==> src/rtl/irq_entry_pkg.sv <==
package irq_entry_pkg;

    localparam int XLEN = 32;

    // Status word control bit positions
    localparam int SR_BLK_POS  = 28;
    localparam int SR_BANK_POS = 29;
    localparam int SR_PRIV_POS = 30;
    localparam int SR_MASK_LO  = 4;
    localparam int SR_MASK_W   = 4;

    localparam logic [XLEN-1:0] HANDLER_OFS = 32'h0000_0600;

    typedef logic [XLEN-1:0] word_t;

    typedef struct packed {
        word_t sr;
        word_t pc;
    } ctx_t;

    typedef enum logic [1:0] {
        ACT_IDLE    = 2'd0,
        ACT_ENTER   = 2'd1,
        ACT_RESTORE = 2'd2
    } ctx_act_e;

    function automatic word_t bit_mask(input int pos);
        word_t m;
        m = '0;
        m[pos] = 1'b1;
        return m;
    endfunction

endpackage

==> src/rtl/irq_take_gate.sv <==
module irq_take_gate (
    input  logic clk,
    input  logic rst,
    input  logic irq_req,
    input  logic insn_brk,
    input  logic blk_bit,
    input  logic restore_stb,
    output irq_entry_pkg::ctx_act_e act,
    output logic accept
);
    import irq_entry_pkg::*;

    logic take;

    assign take = irq_req & insn_brk & ~blk_bit;

    always_comb begin
        if (take)
            act = ACT_ENTER;
        else if (restore_stb)
            act = ACT_RESTORE;
        else
            act = ACT_IDLE;
    end

    always_ff @(posedge clk) begin
        if (rst)
            accept <= 1'b0;
        else
            accept <= (act == ACT_ENTER);
    end


    accept_boundary_chk: assert property (@(posedge clk) disable iff (rst)
        accept |-> $past(irq_req) && $past(insn_brk));


    blocked_ignore_chk: assert property (@(posedge clk) disable iff (rst)
        $past(blk_bit) |-> !accept);

endmodule

==> src/rtl/irq_ctx_shadow.sv <==
module irq_ctx_shadow (
    input  logic clk,
    input  logic rst,
    input  irq_entry_pkg::ctx_act_e act,
    input  irq_entry_pkg::ctx_t live_ctx,
    input  logic accept,
    output irq_entry_pkg::ctx_t shadow_ctx
);
    import irq_entry_pkg::*;

    always_ff @(posedge clk) begin
        if (rst)
            shadow_ctx <= '0;
        else if (act == ACT_ENTER)
            shadow_ctx <= live_ctx;
    end


    save_ctx_chk: assert property (@(posedge clk) disable iff (rst)
        accept |-> shadow_ctx == $past(live_ctx));


    hold_ctx_chk: assert property (@(posedge clk) disable iff (rst)
        !accept |-> $stable(shadow_ctx));

endmodule

==> src/rtl/irq_vector_out.sv <==
module irq_vector_out #(
    parameter logic [irq_entry_pkg::XLEN-1:0] VEC_OFS = irq_entry_pkg::HANDLER_OFS
) (
    input  logic clk,
    input  logic rst,
    input  irq_entry_pkg::ctx_act_e act,
    input  irq_entry_pkg::word_t cur_sr,
    input  irq_entry_pkg::word_t vbr,
    input  irq_entry_pkg::ctx_t shadow_ctx,
    input  logic accept,
    output irq_entry_pkg::ctx_t next_ctx,
    output logic ctx_load
);
    import irq_entry_pkg::*;

    word_t force_mask;
    ctx_t  enter_ctx;

    for (genvar i = 0; i < XLEN; i++) begin : g_force
        assign force_mask[i] = (i == SR_BLK_POS) || (i == SR_BANK_POS) || (i == SR_PRIV_POS);
    end

    assign enter_ctx.sr = cur_sr | force_mask;
    assign enter_ctx.pc = vbr + VEC_OFS;

    always_ff @(posedge clk) begin
        if (rst) begin
            next_ctx <= '0;
            ctx_load <= 1'b0;
        end else begin
            unique case (act)
                ACT_ENTER: begin
                    next_ctx <= enter_ctx;
                    ctx_load <= 1'b1;
                end
                ACT_RESTORE: begin
                    next_ctx <= shadow_ctx;
                    ctx_load <= 1'b1;
                end
                default: ctx_load <= 1'b0;
            endcase
        end
    end


    force_bits_chk: assert property (@(posedge clk) disable iff (rst)
        accept |-> next_ctx.sr[SR_BLK_POS] && next_ctx.sr[SR_BANK_POS] && next_ctx.sr[SR_PRIV_POS]);


    mask_keep_chk: assert property (@(posedge clk) disable iff (rst)
        accept |-> next_ctx.sr[SR_MASK_LO +: SR_MASK_W] == $past(cur_sr[SR_MASK_LO +: SR_MASK_W]));


    vec_addr_chk: assert property (@(posedge clk) disable iff (rst)
        accept |-> ctx_load && next_ctx.pc == $past(vbr) + VEC_OFS);


    restore_copy_chk: assert property (@(posedge clk) disable iff (rst)
        (ctx_load && !accept) |-> next_ctx == shadow_ctx);

endmodule

==> src/rtl/irq_entry_seq.sv <==
module irq_entry_seq #(
    parameter logic [31:0] VEC_OFS = irq_entry_pkg::HANDLER_OFS
) (
    input  logic        clk,
    input  logic        rst,
    input  logic        irq_req,
    input  logic        insn_brk,
    input  logic [31:0] cur_sr,
    input  logic [31:0] cur_pc,
    input  logic [31:0] vbr,
    input  logic        restore_stb,
    output logic        accept,
    output logic        ctx_load,
    output logic [31:0] new_sr,
    output logic [31:0] new_pc,
    output logic [31:0] saved_sr,
    output logic [31:0] saved_pc
);
    import irq_entry_pkg::*;

    ctx_act_e act;
    ctx_t     live_ctx;
    ctx_t     shadow_ctx;
    ctx_t     next_ctx;

    assign live_ctx.sr = cur_sr;
    assign live_ctx.pc = cur_pc;

    irq_take_gate u_gate (
        .clk        (clk),
        .rst        (rst),
        .irq_req    (irq_req),
        .insn_brk   (insn_brk),
        .blk_bit    (cur_sr[SR_BLK_POS]),
        .restore_stb(restore_stb),
        .act        (act),
        .accept     (accept)
    );

    irq_ctx_shadow u_shadow (
        .clk       (clk),
        .rst       (rst),
        .act       (act),
        .live_ctx  (live_ctx),
        .accept    (accept),
        .shadow_ctx(shadow_ctx)
    );

    irq_vector_out #(.VEC_OFS(VEC_OFS)) u_vec (
        .clk       (clk),
        .rst       (rst),
        .act       (act),
        .cur_sr    (cur_sr),
        .vbr       (vbr),
        .shadow_ctx(shadow_ctx),
        .accept    (accept),
        .next_ctx  (next_ctx),
        .ctx_load  (ctx_load)
    );

    assign new_sr   = next_ctx.sr;
    assign new_pc   = next_ctx.pc;
    assign saved_sr = shadow_ctx.sr;
    assign saved_pc = shadow_ctx.pc;

endmodule

==> config.mk <==
export PLATFORM = sky130hd
export DESIGN_NAME = irq_entry_seq
export DESIGN_NICKNAME = d
export VERILOG_FILES = /design/src/rtl/irq_entry_pkg.sv /design/src/rtl/irq_take_gate.sv /design/src/rtl/irq_ctx_shadow.sv /design/src/rtl/irq_vector_out.sv /design/src/rtl/irq_entry_seq.sv
export SDC_FILE = /design/constraint.sdc
export NUM_CORES = 1
export LEC_CHECK = 0
export BUFFER_PORTS_ARGS = -buffer_cell sky130_fd_sc_hd__buf_2
export CORE_MARGIN = 2
export CORE_UTILIZATION = 35
export CTS_CLUSTER_SIZE = 28
export DETAILED_ROUTE_END_ITERATION = 7
export HOLD_SLACK_MARGIN = 0.1
export SYNTH_ARGS = -nofsm -noshare
export SYNTH_HDL_FRONTEND = slang
export SYNTH_SLANG_ARGS = --single-unit
==> constraint.sdc <==
create_clock -name clk -period 5.5 [get_ports clk]
set_input_delay 0.275 -clock clk [delete_from_list [all_inputs] [get_ports clk]]
set_output_delay 0.275 -clock clk [all_outputs]
set_load 0.02 [all_outputs]
==> Yosys cells after proc, flatten, opt, wreduce, memory -nomap -nowiden <==
Cells that the tools add are included.
{ "totals": {"ff_bits": 130, "latch_bits": 0, "mem_bits_rw": 0, "rom_bits": 0, "inputBits": 101, "out_inout_bits": 130, "wordCells": 18, "n_memories": 0} }
{ "classes": {"addsub": 1, "multipliers": 0, "n_div": 0, "n_lt_le_gt_ge": 0, "eq_ne": 2, "shifts": 0, "n_mux": 4, "bitwise": 3, "reduce_logical": 2} }
{ "op_table": {"columns": ["op", "count"], "rows": [
  ["$pmux 64 s2", 1],
  ["$add 32x11->32 const B", 1],
  ["$mux 2", 2],
  ["$and 1x1->1", 2],
  ["$eq 2x1->1 const B", 1],
  ["$eq 2x2->1 const B", 1],
  ["$reduce_bool 2->1", 1],
  ["$reduce_or 2->1", 1],
  ["$mux 1", 1],
  ["$not 1->1", 1]
]} }

==> Logic depth before layout (Yosys ltp) <==
Gate-level depths: netlist (run 1).
{ "depth": {"depth_word": 6, "ltp_mapped": 7, "mapped_depth_nobuf": 6} }

==> Hierarchy <==
Synthesis (run 1) repeated with hierarchy kept, for this count alone.
{ "unflattened": {"cells_unflattened": 714, "area_unflattened_um2": 6413.7} }
{ "modules_own_cells": {"columns": ["mod", "instances", "cells_per_inst", "area_per_inst_um2", "seq_area_each_um2"], "rows": [
  ["irq_vector_out", 1, 416, 3333.2, 1301.2],
  ["irq_ctx_shadow", 1, 292, 3019.1, 1281.2],
  ["irq_take_gate", 1, 6, 61.3, 20.0]
]} }

==> Worst setup path before layout (run 1) <==
OpenSTA, ideal clock, no wires.
{ "synth_path": {"kind": "in2reg", "startpoint": "input port vbr[9]", "endpoint": "register u_vec.next_ctx[25] (netlist name)", "setup_time_ps": 91, "arrival_time_ps": 1837, "t_required_ps": 5409, "path_slack_ps": 3572, "cell_stages": 7, "n_path_buf": 1, "path_cell_list": "inv_1 ha_1 nand4b_2 or3_1 buf_6 or4_1 a311oi_1"} }
{ "synth_between": {"elab_chain_cells": 2} }
{ "synth_rtl": {"columns": ["element", "line", "text"], "rows": [
  ["start, declared", "irq_entry_seq.sv:10", "input logic [31:0] vbr,"],
  ["$add 32x11->32", "irq_vector_out.sv:24", "assign enter_ctx.pc = vbr + VEC_OFS;"],
  ["$pmux 64 s2", "irq_vector_out.sv:31", "unique case (act)"]
]} }
Every way passes these cells.
A chain may end at the register's enable or synchronous reset.

==> Final worst setup path (run 1) <==
{ "layout_path": {"startpoint": "input port cur_sr[28]", "endpoint": "register u_vec.next_ctx[30] (netlist name)"} }
{ "layout_between": {"elab_chain_cells": 5, "word_cells_on_any_way": 7, "cone_classes": "2 x eq/ne; 2 x mux; 2 x bitwise; 1 x reduce/logical"} }
{ "layout_rtl": {"columns": ["element", "line", "text"], "rows": [
  ["start, declared", "irq_entry_seq.sv:8", "input logic [31:0] cur_sr,"],
  ["$not 1->1 (*)", "irq_take_gate.sv:15", "assign take = irq_req & insn_brk & ~blk_bit;"],
  ["$and 1x1->1 (*)", "irq_take_gate.sv:15", null],
  ["$mux 2 (*)", "irq_take_gate.sv:18", "if (take)"],
  ["$eq 2x2->1 / $eq 2x1->1 (equally long branches)", "irq_vector_out.sv:31", null],
  ["$pmux 64 s2 / $reduce_bool 2->1 (equally long branches)", null, null]
]} }
Mark *: on every way between the ends. The rest lies on a longest branch, timed or not.

==> results.cfg, run 1 <==
[floorplanning]
io_pins = 231
initial_core_util_pct = 35.7
die_area_um2 = 16500
fp.dieW_um = 129
core_area_um2 = 15200
fp.dieH_um = 129
rows = 45

[setup_path]
cp_slowest_cell = and3b_4
required_ps = 5790
cpPeakStageDelay_ps = 720
critPathTopFamily = simple AND/OR/NAND/NOR gates
cp_num_buf_inv = 2
start_kind = primary input
crit_path_end_kind = flip-flop
critPathMaxFanout = 50
crit_start = cur_sr[28]
worst-setup-path-type = primary input to flip-flop
cp.depth = 5
rr_startpoint = u_shadow.shadow_ctx[26]
r2r_setup_slack_ps = 4500
worstReg2RegEnd = u_vec.next_ctx[26]
worstPathArrival_ps = 2120
r2r_cells = 3
crit_path_end = u_vec.next_ctx[30]
crit_chain = buf_2 -> and3b_4 -> buf_4 -> o32ai_1 -> or3_1

[clock_tree]
tritoncts = yes
cts_sinks = 130
cts_buffers = 17
cts_root_buf = clkbuf_16
clk_pin_slew_ps = 60
cts.path.max_buffers = 2
ctsHtreeMaxLevel = 4
insertion_delay_ps = 410
ctsResizeCount = 0

[flow_run]
maxCapViolCount = 0

[drt]
final_antenna_net_count = 0
dr_total_vias = 5184
firstDrtPassIters = 4
via_per_inst = 4.84
wire_per_inst_um = 14.3
initialDrtViolationCount = 262
drc = 0
drt_wl_total_um = 15300

[power]
ir_drop_mv = 0.215
p_leak_nw = 3.41
power.total_w = 0.00248
power_density_nw_per_um2 = 325

[yosys]
synth_area_um2 = 5430
ys_ff_latch = 130
ys.flop_type = dfxtp_1
async_reset_ff_share_pct = 0
synth.net_count = 736
synth_edf_count = 0
seq_area_frac_synth_pct = 47.9
yosysUniqueCellTypes = 42
syn_inst = 634
syn_avg_cell_area_um2 = 8.57
yosys_warnings = 0

[placed_design]
io_buffers = 230
gp_congestion = 0.720
dp_hpwl_um = 9600
placement.cell_area_um2 = 6660

[sta]
finalCritPeriodShare_pct = 33.2
slew_headroom_pct = 25.8
finalMaxSlewViolations = 0
finalClockSkew_ps = 6.22
finalHoldViolations = 0
rsz0062_at_grt = false
tightestPinTransition_ps = 1110
setup_viol = 0
finalSetupTns_ps = 0
max_freq_mhz = 547
period_needed_ps = 1830

[cells_and_area]
n_fill_cell = 1481
nNetsFinal = 971
diodes = 0
drive_gt1_share_pct = 34.2
area_delta_synth_final_pct = 40.3
design_area_um2 = 7620

[grt]
busiest_layer = met2
grt_use_total_pct = 18.4
grt_pass1_vias = 4819
grt_util_met1_pct = 23.8
grt_remaining_overflow = 0
grt_first_pass_wirelength_um = 24100
grt_util_met2_pct = 28.8
grt_max_degree = 81
use_met3_pct = 7.65
antenna_found_initial = 0

[status]
status = complete, no violations

[min_path]
hold_path.class = primary input to flip-flop
## stage by stage
stage | util [%] | hold slack, ps | worst slack [ps] | cells
3_3_place_gp | 43.8 | 456 | 3230 | 1005
6_report | 50.1 | 126 | 3670 | 1070
2_1_floorplan | - | 411 | 3570 | 634
5_1_grt | 50.1 | 120 | 3530 | 1070
4_1_cts | 50.1 | 102 | 3660 | 1070
3_5_place_dp | 43.8 | 463 | 3210 | 1005
## registers in the layout (all words and copies together) (netlist names)
name	count
u_gate.accept	1
u_shadow.shadow_ctx	64
u_vec.ctx_load	1
u_vec.next_ctx	64
## cell families (layout without fill, tap and decap cells)
logic type | count (synthesis) | in the layout | synth area share [%]
adder cells (fa/ha/maj) | 1 | 1 | 0.230
buffers and inverters | 57 | 305 | 4.12
flip-flops | 130 | 130 | 47.9
XOR/XNOR | 12 | 12 | 1.93
AND/OR/NAND/NOR | 230 | 230 | 18.9
AO/OA/AOI/OAI | 151 | 151 | 16.5
multiplexers | 53 | 53 | 10.4
## per-layer routing
metal | vias up | routed length (um)
met5 | - | 0
met3 | 8 | 1180
met1 | 2347 | 7240
li1 | 2668 | -
met4 | 0 | 106
met2 | 161 | 6800
## worst register-to-register path: stages, from the launching register on
cell      delay [ps]
dfxtp_1          340
mux2i_1           80
a211o_1          320
a211oi_1         170
## placed cells by master, fill, tap and decap left out, types with 3 or more instances in the layout
master / n
bufinv_16: 4
or3_1: 3
clkinv_2: 4
nand2_1: 160
nand3b_1: 4
buf_4: 6
a311oi_1: 4
or4_1: 3
inv_1: 6
mux2i_1: 24
xnor2_1: 12
clkbuf_16: 17
dlygate4sd3_1: 33
clkinv_4: 3
nor4_1: 5
nand4_1: 3
nor3_1: 5
buf_2: 228
nor2_1: 20
a211oi_1: 38
o21ai_0: 3
o31ai_1: 3
dfxtp_1: 130
a21oi_1: 97
mux2_2: 29
nor2b_1: 12
## layout make-up
type                       count  area [um2]  share of cell area (%)
tap                          188         235                    3.09
multi-input combinational    447        2610                    34.3
inverter                       6        22.5                   0.295
timing repair buffer         267        1520                    19.9
clock inverter                13         183                    2.40
clock buffer                  19         453                    5.94
sequential                   130        2600                    34.1
## Yosys cell counts, types with 4 or more instances
cell type,n,share of area (%)
nor3_1,5,0.46
a211oi_1,38,5.2
inv_1,6,0.41
clkbuf_1,42,2.9
a21oi_1,97,8.9
nand2_1,160,11
nand3b_1,4,0.55
nor2b_1,12,1.4
mux2i_1,24,4.4
buf_1,6,0.41
dfxtp_1,130,48
xnor2_1,12,1.9
nor2_1,20,1.4
a311oi_1,4,0.64
nor4_1,5,0.58
mux2_2,29,6.0
## power by group
group	total, W	switching [W]	internal, W
Clock	0.00121	0.000425	0.000783
Combinational	0.000274	0.000160	0.000114
Sequential	0.000998	0.0000202	0.000978
## worst min-delay path by stage
stage	startpoint	endpoint	slack, ps	depth (start not counted)
2_1_floorplan	cur_pc[0]	u_shadow.shadow_ctx[0]	410	2
3_3_place_gp	u_shadow.shadow_ctx[42]	u_shadow.shadow_ctx[42]	460	2
3_5_place_dp	u_shadow.shadow_ctx[49]	u_shadow.shadow_ctx[49]	460	2
4_1_cts	cur_pc[24]	u_shadow.shadow_ctx[24]	100	3
5_1_grt	cur_sr[3]	u_vec.next_ctx[35]	120	3
6_report	cur_pc[24]	u_shadow.shadow_ctx[24]	130	3
## timing repair
action | in CTS | in global routing
hold buffers | 33 | 0
endpoints found under the hold margin | 33 | 0
setup buffers | 0 | 0
No activity file was read; power rests on OpenSTA's default activity.
==> run 2: changes to the inputs <==
==> constraint.sdc (replaced) <==
create_clock -name clk -period 1.83 [get_ports clk]
set_input_delay 0.0915 -clock clk [delete_from_list [all_inputs] [get_ports clk]]
set_output_delay 0.0915 -clock clk [all_outputs]
set_load 0.02 [all_outputs]
==> run 2 against run 1 <==
Effect of this change: setup slack worse by 3600 ps; non-clock buffer count is 78 higher; combinational power grew to 3.6 times the previous value; final cell count is 7.3% higher; die area stayed put; global-route usage is 1.5 points higher; register-to-register slack worse by 4000 ps; critical path depth is 2 higher; sequential share of layout area is 3.4 points lower; first-iteration DRC count is 17% higher; critical endpoint is now u_vec.next_ctx[26]; total power grew to 3.0 times the previous value; cell area is 11% higher.
==> results.cfg, run 2 (synthesized netlist as in run 1, its figures left out) <==
[setup_path]
worst-setup-path-type = primary input to flip-flop
rr_startpoint = u_shadow.shadow_ctx[34]
start_kind = primary input
cpPeakStageDelay_ps = 520
crit_chain = dlygate4sd3_1 -> buf_2 -> o2111ai_1 -> nor4_4 -> buf_4 -> nor3_1 -> a211oi_1
cp_num_buf_inv = 3
r2r_setup_slack_ps = 460
cp.depth = 7
worstPathArrival_ps = 2030
critPathTopFamily = buffers and inverters
crit_path_end_kind = flip-flop
critPathMaxFanout = 5
r2r_cells = 4
cp_slowest_cell = dlygate4sd3_1
required_ps = 2150
worstReg2RegEnd = u_vec.next_ctx[34]

[placed_design]
dp_cells = 1020
placement.cell_area_um2 = 6880
dp_hpwl_um = 10300
gp_congestion = 0.781
io_buffers = 230

[clock_tree]
tritoncts = yes
cts_root_buf = clkbuf_16
cts.path.max_buffers = 2
clk_pin_slew_ps = 60
cts_sinks = 130
cts_buffers = 17
insertion_delay_ps = 420
ctsHtreeMaxLevel = 4

[drt]
initialDrtViolationCount = 307
final_antenna_net_count = 0
via_per_inst = 4.86
drt_wl_total_um = 16500
drc = 0
wire_per_inst_um = 14.3
firstDrtPassIters = 7
dr_total_vias = 5575

[power]
ir_drop_mv = 0.563
p_leak_nw = 3.78
swShare_pct = 24.7
intPower_w = 0.00568
p_sw_w = 0.00187
p_seq_share_pct = 39.8
power_frac_comb_pct = 13.0
pwr-share-clk_pct = 47.2
power.total_w = 0.00754
power_density_nw_per_um2 = 891

[grt]
grt_max_degree = 65
antenna_found_initial = 0
grt_remaining_overflow = 0
grt_pass1_vias = 5469
grt_first_pass_wirelength_um = 26400
grt_use_total_pct = 19.8

[sta]
rsz0062_at_grt = false
period_needed_ps = 1710
tightestPinTransition_ps = 462
finalSetupTns_ps = 0
hold_ws_ps = 123
finalMaxSlewViolations = 0
slew_headroom_pct = 69.1
setup_viol = 0
finalClockSkew_ps = 6.74
finalHoldViolations = 0
max_freq_mhz = 584
finalCritPeriodShare_pct = 93.6

[floorplanning]
die_area_um2 = 16500
io_pins = 231
rows = 45
fp.dieH_um = 129
initial_core_util_pct = 35.7
core_area_um2 = 15200
fp.dieW_um = 129

[cells_and_area]
final_cell_mix = 228 x buf_2, 160 x nand2_1, 130 x dfxtp_1, 97 x a21oi_1, 96 x dlygate4sd3_1
design_area_um2 = 8470
stdcell_count = 1148
nNetsFinal = 1049
drive_gt1_share_pct = 33.0
diodes = 0
n_fill_cell = 1376
final_common_cell = buf_2
area_delta_synth_final_pct = 55.8
largestRegisters = u_shadow.shadow_ctx: 64 flops, u_vec.next_ctx: 64 flops

[min_path]
hold_depth = 4
whs_endpoint = u_vec.next_ctx[19]
hold_path.class = primary input to flip-flop
min-delay-start = vbr[19]

[flow_run]
maxCapViolCount = 0

[status]
status = complete, no violations
run 2: cell types whose count changed in the layout (fill, tap and decap cells not counted), sizes merged:
cell	delta
dlygate4sd3	+63
clkbuf	-1
clkinv	+1
buf	+15
run 2: layout make-up:
| type | instances | area (um2) | share of cell area (%) |
|---|---|---|---|
| well taps | 188 | 235 | 2.78 |
| multi-input cells | 447 | 2620 | 30.9 |
| flip-flops and latches | 130 | 2600 | 30.7 |
| inverters | 6 | 22.5 | 0.266 |
| repair buffers | 345 | 2370 | 28.0 |
| clock inverters | 14 | 188 | 2.22 |
| clock buffers | 18 | 429 | 5.07 |
run 2: how the worst max path moves through the flow:
stage	startpoint	to	slack [ps]
6_report	vbr[11]	u_vec.next_ctx[26]	120
5_1_grt	vbr[11]	u_vec.next_ctx[26]	20
4_1_cts	vbr[16]	u_vec.next_ctx[25]	100
3_5_place_dp	vbr[9]	u_vec.next_ctx[25]	-120
3_3_place_gp	vbr[9]	u_vec.next_ctx[29]	-90
2_1_floorplan	vbr[9]	u_vec.next_ctx[25]	90
run 2: repair_timing:
action	CTS	global route
endpoints found under the hold margin	121	0
gates resized for setup	0	1
setup buffers	0	0
setup endpoints to repair	0	3
hold buffers	96	0
run 2: per-layer routing:
layer | GRT usage, % | wire (um) | vias to the layer above
met4 | 7.10 | 261 | 0
met1 | 23.8 | 7490 | 2544
met5 | 0 | 0 | -
li1 | - | - | 2826
met3 | 6.24 | 1090 | 21
met2 | 33.6 | 7610 | 184
run 2: power groups by stage:
stage | combinational [W] | sequential (W) | clock (W)
3_5_place_dp | 0.000817 | 0.00306 | 0
3_3_place_gp | 0.000815 | 0.00306 | 0
4_1_cts | 0.000977 | 0.00300 | 0.00362
2_1_floorplan | 0.000335 | 0.00319 | 0
6_report | 0.000982 | 0.00300 | 0.00356
5_1_grt | 0.00107 | 0.00302 | 0.00376
run 2: through the flow:
stage,utilization [%],worst slack [ps]
2_1_floorplan,-,85.1
5_1_grt,55.7,22.2
3_5_place_dp,45.3,-118
3_3_place_gp,45.3,-85.3
4_1_cts,55.7,102
6_report,55.7,118
run 2: worst reg2reg max path, stage by stage (launching register included):
cell and delay [ps]:
dfxtp_1 320, mux2_2 260, nand2_1 60, a21oi_1 50, dlygate4sd3_1 560
